--- src/rtl/rx_slicer_pkg.sv ---
package rx_slicer_pkg;
  parameter int GAIN_W = 4;

  typedef struct packed {
    logic                     take;    // sample accepted this cycle
    logic                     winEnd;  // window closes on this sample
    logic signed [GAIN_W-1:0] gain;    // code applied to this sample
  } slice_ctrl_t;
endpackage

--- src/rtl/rx_slicer_ctrl.sv ---
module rx_slicer_ctrl
  import rx_slicer_pkg::*;
#(
  parameter int IN_W        = 23,
  parameter int OUT_W       = 16,
  parameter int WIN_LOG2    = 4,
  parameter int MARGIN_LOG2 = 5,
  parameter int MIN_GAIN    = -6,
  parameter int MAX_NB      = 3,
  parameter int MAX_WB      = 0
) (
  input  logic                     clk,
  input  logic                     rstN,
  input  logic                     inValid,
  input  logic signed [IN_W-1:0]   inI,
  input  logic signed [IN_W-1:0]   inQ,
  input  logic                     bwWide,
  input  logic                     manualMode,
  input  logic signed [GAIN_W-1:0] manualGain,
  output slice_ctrl_t              ctrl
);
  localparam int SQ_W  = 2 * IN_W;
  localparam int SUM_W = SQ_W + WIN_LOG2 + 1;
  localparam int NSTEP = MAX_NB - MIN_GAIN + 1;
  localparam logic signed [GAIN_W-1:0] LO = GAIN_W'(MIN_GAIN);

  logic signed [SQ_W-1:0]   iSq, qSq;
  logic [SUM_W-1:0]         acc, sumNext;
  logic [WIN_LOG2-1:0]      cnt;
  logic                     winEnd;
  logic signed [GAIN_W-1:0] autoGain, pick, gMax, rawGain;
  logic [NSTEP-1:0]         legal;
  logic signed [GAIN_W-1:0] stepCode [NSTEP];

  assign iSq     = inI * inI;
  assign qSq     = inQ * inQ;
  assign sumNext = acc + SUM_W'($unsigned(iSq)) + SUM_W'($unsigned(qSq));
  assign winEnd  = inValid && (cnt == '1);
  assign gMax    = bwWide ? GAIN_W'(MAX_WB) : GAIN_W'(MAX_NB);

  // one candidate per gain step: the power fits if nothing survives the shift
  for (genvar k = 0; k < NSTEP; k++) begin : g_step
    localparam int SH = 2 * (OUT_W - 1) - MARGIN_LOG2 + WIN_LOG2 - 2 * (MIN_GAIN + k);
    assign stepCode[k] = GAIN_W'(MIN_GAIN + k);
    assign legal[k]    = ((sumNext >> SH) == '0) && (stepCode[k] <= gMax);
  end

  always_comb begin
    pick = LO;
    for (int k = 0; k < NSTEP; k++)
      if (legal[k]) pick = stepCode[k];
  end

  always_ff @(posedge clk) begin
    if (!rstN) begin
      acc      <= '0;
      cnt      <= '0;
      autoGain <= '0;
    end else if (winEnd) begin
      acc      <= '0;
      cnt      <= '0;
      autoGain <= pick;
    end else if (inValid) begin
      acc <= sumNext;
      cnt <= cnt + 1'b1;
    end
  end

  assign rawGain = manualMode ? manualGain : autoGain;

  always_comb begin
    ctrl.take   = inValid;
    ctrl.winEnd = winEnd;
    if (rawGain < LO)        ctrl.gain = LO;
    else if (rawGain > gMax) ctrl.gain = gMax;
    else                     ctrl.gain = rawGain;
  end
endmodule

--- src/rtl/rx_slicer_dp.sv ---
module rx_slicer_dp
  import rx_slicer_pkg::*;
#(
  parameter int IN_W  = 23,
  parameter int OUT_W = 16
) (
  input  logic                     clk,
  input  logic                     rstN,
  input  slice_ctrl_t              ctrl,
  input  logic signed [IN_W-1:0]   inI,
  input  logic signed [IN_W-1:0]   inQ,
  output logic                     outValid,
  output logic signed [OUT_W-1:0]  outI,
  output logic signed [OUT_W-1:0]  outQ,
  output logic signed [GAIN_W-1:0] outGain,
  output logic                     outSat
);
  localparam int WIDE_W = IN_W + 2 ** (GAIN_W - 1);
  localparam logic signed [WIDE_W-1:0] SAT_HI = WIDE_W'((64'sd1 <<< (OUT_W - 1)) - 1);
  localparam logic signed [WIDE_W-1:0] SAT_LO = -SAT_HI - 1;

  logic                     s1Valid;
  logic signed [GAIN_W-1:0] s1Gain;
  logic [GAIN_W-1:0]        negGain;
  logic signed [IN_W-1:0]   s1Smp  [2];
  logic signed [OUT_W-1:0]  scaled [2];
  logic [1:0]               clip;

  always_ff @(posedge clk) begin
    if (!rstN) begin
      s1Valid  <= 1'b0;
      s1Gain   <= '0;
      s1Smp[0] <= '0;
      s1Smp[1] <= '0;
    end else begin
      s1Valid  <= ctrl.take;
      s1Gain   <= ctrl.gain;
      s1Smp[0] <= inI;
      s1Smp[1] <= inQ;
    end
  end

  assign negGain = '0 - s1Gain;

  for (genvar l = 0; l < 2; l++) begin : g_lane
    logic signed [WIDE_W-1:0] ext, shifted;
    assign ext     = WIDE_W'(s1Smp[l]);
    assign shifted = s1Gain[GAIN_W-1] ? (ext >>> negGain) : (ext <<< s1Gain);
    assign clip[l] = (shifted > SAT_HI) || (shifted < SAT_LO);
    assign scaled[l] = (shifted > SAT_HI) ? SAT_HI[OUT_W-1:0] :
                       (shifted < SAT_LO) ? SAT_LO[OUT_W-1:0] : shifted[OUT_W-1:0];
  end

  always_ff @(posedge clk) begin
    if (!rstN) begin
      outValid <= 1'b0;
      outI     <= '0;
      outQ     <= '0;
      outGain  <= '0;
      outSat   <= 1'b0;
    end else begin
      outValid <= s1Valid;
      outI     <= scaled[0];
      outQ     <= scaled[1];
      outGain  <= s1Gain;
      outSat   <= s1Valid && (clip != 2'b00);
    end
  end
endmodule

--- src/rtl/rx_slicer.sv ---
module rx_slicer
  import rx_slicer_pkg::*;
#(
  parameter int IN_W     = 23,
  parameter int OUT_W    = 16,
  parameter int WIN_LOG2 = 4
) (
  input  logic                     clk,
  input  logic                     rstN,
  input  logic                     inValid,
  input  logic signed [IN_W-1:0]   inI,
  input  logic signed [IN_W-1:0]   inQ,
  input  logic                     bwWide,
  input  logic                     manualMode,
  input  logic signed [GAIN_W-1:0] manualGain,
  output logic                     outValid,
  output logic signed [OUT_W-1:0]  outI,
  output logic signed [OUT_W-1:0]  outQ,
  output logic signed [GAIN_W-1:0] outGain,
  output logic                     outSat
);
  slice_ctrl_t ctrlBus;

  rx_slicer_ctrl #(.IN_W(IN_W), .OUT_W(OUT_W), .WIN_LOG2(WIN_LOG2)) u_ctrl (
    .clk(clk), .rstN(rstN), .inValid(inValid), .inI(inI), .inQ(inQ),
    .bwWide(bwWide), .manualMode(manualMode), .manualGain(manualGain),
    .ctrl(ctrlBus)
  );

  rx_slicer_dp #(.IN_W(IN_W), .OUT_W(OUT_W)) u_dp (
    .clk(clk), .rstN(rstN), .ctrl(ctrlBus), .inI(inI), .inQ(inQ),
    .outValid(outValid), .outI(outI), .outQ(outQ),
    .outGain(outGain), .outSat(outSat)
  );
endmodule

--- config.mk ---
export PLATFORM = sky130hd
export DESIGN_NAME = rx_slicer
export DESIGN_NICKNAME = d
export VERILOG_FILES = /design/src/rtl/rx_slicer_pkg.sv /design/src/rtl/rx_slicer_ctrl.sv /design/src/rtl/rx_slicer_dp.sv /design/src/rtl/rx_slicer.sv
export SDC_FILE = /design/constraint.sdc
export NUM_CORES = 2
export LEC_CHECK = 0
export BUFFER_PORTS_ARGS = -buffer_cell sky130_fd_sc_hd__buf_4
export CORE_MARGIN = 4
export CORE_UTILIZATION = 50
export CTS_CLUSTER_SIZE = 20
export DETAILED_ROUTE_END_ITERATION = 6
export PLACE_DENSITY = 0.72
export SLEW_MARGIN = 30
export SYNTH_ARGS = -nofsm -noshare
export SYNTH_HDL_FRONTEND = slang
export SYNTH_HIERARCHICAL = 1
export SYNTH_SLANG_ARGS = --single-unit
--- constraint.sdc ---
create_clock -name clk -period 31.9 [get_ports clk]
set_input_delay 6.38 -clock clk [delete_from_list [all_inputs] [get_ports clk]]
set_output_delay 6.38 -clock clk [all_outputs]
set_load 0.005 [all_outputs]
==> results.yml <==
route:
  via_per_inst: 5.48
  wl_per_cell_um: 18.8
  num_vias: 36245
  drtPass1Iterations: 7
  first_iter_violations: 2358
  routed_wl_um: 124000
  antenna_left: 0
  drc: 0
floorplanning:
  ios: 93
  start_util_pct: 50.6
  rows: 114
  die_y_um: 321
  die_area_um2: 103000
  die_w_um: 321
  core_um2: 97100
worst_setup_path:
  crit_top_cell: "fa_1"
  critical_path_buf_inv_count: 6
  rr_worst_depth: 11
  path_delay_family: "adder cells"
  critPathLaunch: "inQ[0]"
  cp.arrival_ns: 17.45
  cp-start-kind: "input pin"
  reg2reg_to: "u_dp/outQ[4]"
  critPathKind: "input pin to flip-flop"
  crit_required_ns: 32.22
  r2r_slack_ns: 27.45
  crit_slowest_cell: "a211oi_1"
  cpPeakStageDelay_ns: 0.78
  r2r_start: "u_dp/s1Gain[0]"
  end_kind: "flip-flop"
  path_max_fanout: 19
clock_network:
  cts_buffer_depth: 2
  tritoncts: "built"
  postCtsResizedCells: 0
  clkSinkCount: 148
  worstSkewPairLatency_ns: 0.46
  cts_root_buf: "clkbuf_16"
  htreeDepth: 4
  cts_setup_buffers: 0
  cts_hold_buf: 0
  cts_buffers: 17
  path_clk_slew_ns: 0.07
global_route:
  grt_start_max_net_pins: 76
  overflow: 0
  grt_first_pass_wirelength_um: 205000
  antenna_found_initial: 2
  grt_usage_pct: 24.8
  grt_pass1_vias: 39150
cells_and_area:
  layout_commonest_cell: "inv_1"
  final_util_pct: 52.8
  diodes: 0
  area_growth_pct: 4.43
  final_cell_area_um2: 51300
  drive_above_1_share_pct: 5.33
  final_cell_mix: "1390 x inv_1, 1078 x fa_1, 507 x nand2_1"
  instances_no_fill: 6620
  nNetsFinal: 6765
timing:
  slew_viol_final: 0
  final.setup.tns_ns: 0
  period_minus_slack_ns: 17.13
  grt_setup_unrepaired: "false"
  max_freq_mhz: 58.4
  finClkSkew_ns: 0.0129
  slew_headroom_pct: 35.6
  tightest_slew_ns: 0.960
  hold_viol: 0
  fin_crit_sh_pct: 53.7
  setup_viol: 0
worst_hold_path:
  worstHoldStart: "u_ctrl/acc[39]"
  holdPathEnd: "u_ctrl/acc[39]"
  worstHoldPathCells: 2
  hold_class: "flip-flop to flip-flop"
outcome:
  outcome: "complete, no violations"
run:
  drv_cap: 0
synthesis:
  syn_area_per_cell_um2: 9.07
  syn_inst: 5417
  syn_area_um2: 49100
  yosysWarnings: 6
  synth_nets: 6851
placed_design:
  dpl-instance-area_um2: 50700
  dp_cells: 6588
  io_buffer_count: 92
  dpl.hpwl_um: 99600
  gp_congestion: 0.930
[per-layer routing]
layer / wire, µm / global-route usage, %
met3: 6350 / 2.72
met4: 4100 / 8.13
met1: 50900 / 32.3
met2: 62800 / 43.4
met5: 13 / 0
[worst max-delay path by stage]
stage                              end  slack (ns)  cells after the start
floorplan           u_ctrl/autoGain[3]       15.79                     41
global placement    u_ctrl/autoGain[3]       14.38                     37
detailed placement  u_ctrl/autoGain[1]       14.35                     37
CTS                 u_ctrl/autoGain[1]       14.86                     37
global route        u_ctrl/autoGain[3]       14.18                     40
finish              u_ctrl/autoGain[1]       14.77                     36
[per-stage QoR]
stage | setup slack [ns] | hold slack (ns)
final | 14.77 | 0.490
after detailed placement | 14.35 | 0.472
after CTS | 14.86 | 0.484
after global placement | 14.38 | 0.468
after floorplan | 15.79 | 0.443
after global routing | 14.18 | 0.523
[worst reg2reg max path, cell delays in order (launching register included)]
cell and delay (ns):
dfxtp_4 0.77, inv_1 0.11, buf_4 0.27, ha_2 0.81
buf_4 0.47, or2_2 0.25, a21oi_1 0.07, mux2i_1 0.21
o31ai_1 0.09, or4_1 0.45, o31a_1 0.47, o41ai_2 0.36
[registers in the layout, indices dropped and copies added (netlist names)]
signal	flops
u_ctrl/acc	51
u_dp/outQ	16
u_dp/s1Valid	1
u_dp/outI	16
u_dp/s1Smp	46
u_ctrl/autoGain	4
u_dp/outGain	4
u_dp/outSat	1
u_ctrl/cnt	4
u_dp/s1Gain	4
u_dp/outValid	1
[area by class of cell]
type | instances | area [µm²]
well taps | 1276 | 1600
flip-flops and latches | 148 | 2970
clock inverters | 11 | 163
repair buffers | 107 | 803
inverters | 1394 | 5230
clock buffers | 21 | 482
fillers | 8772 | 45800
multi-input cells | 3663 | 40100
Power is left out: the tool's default activity adds up to more than one toggle a clock period on the data nets, which glitch-free logic cannot reach.
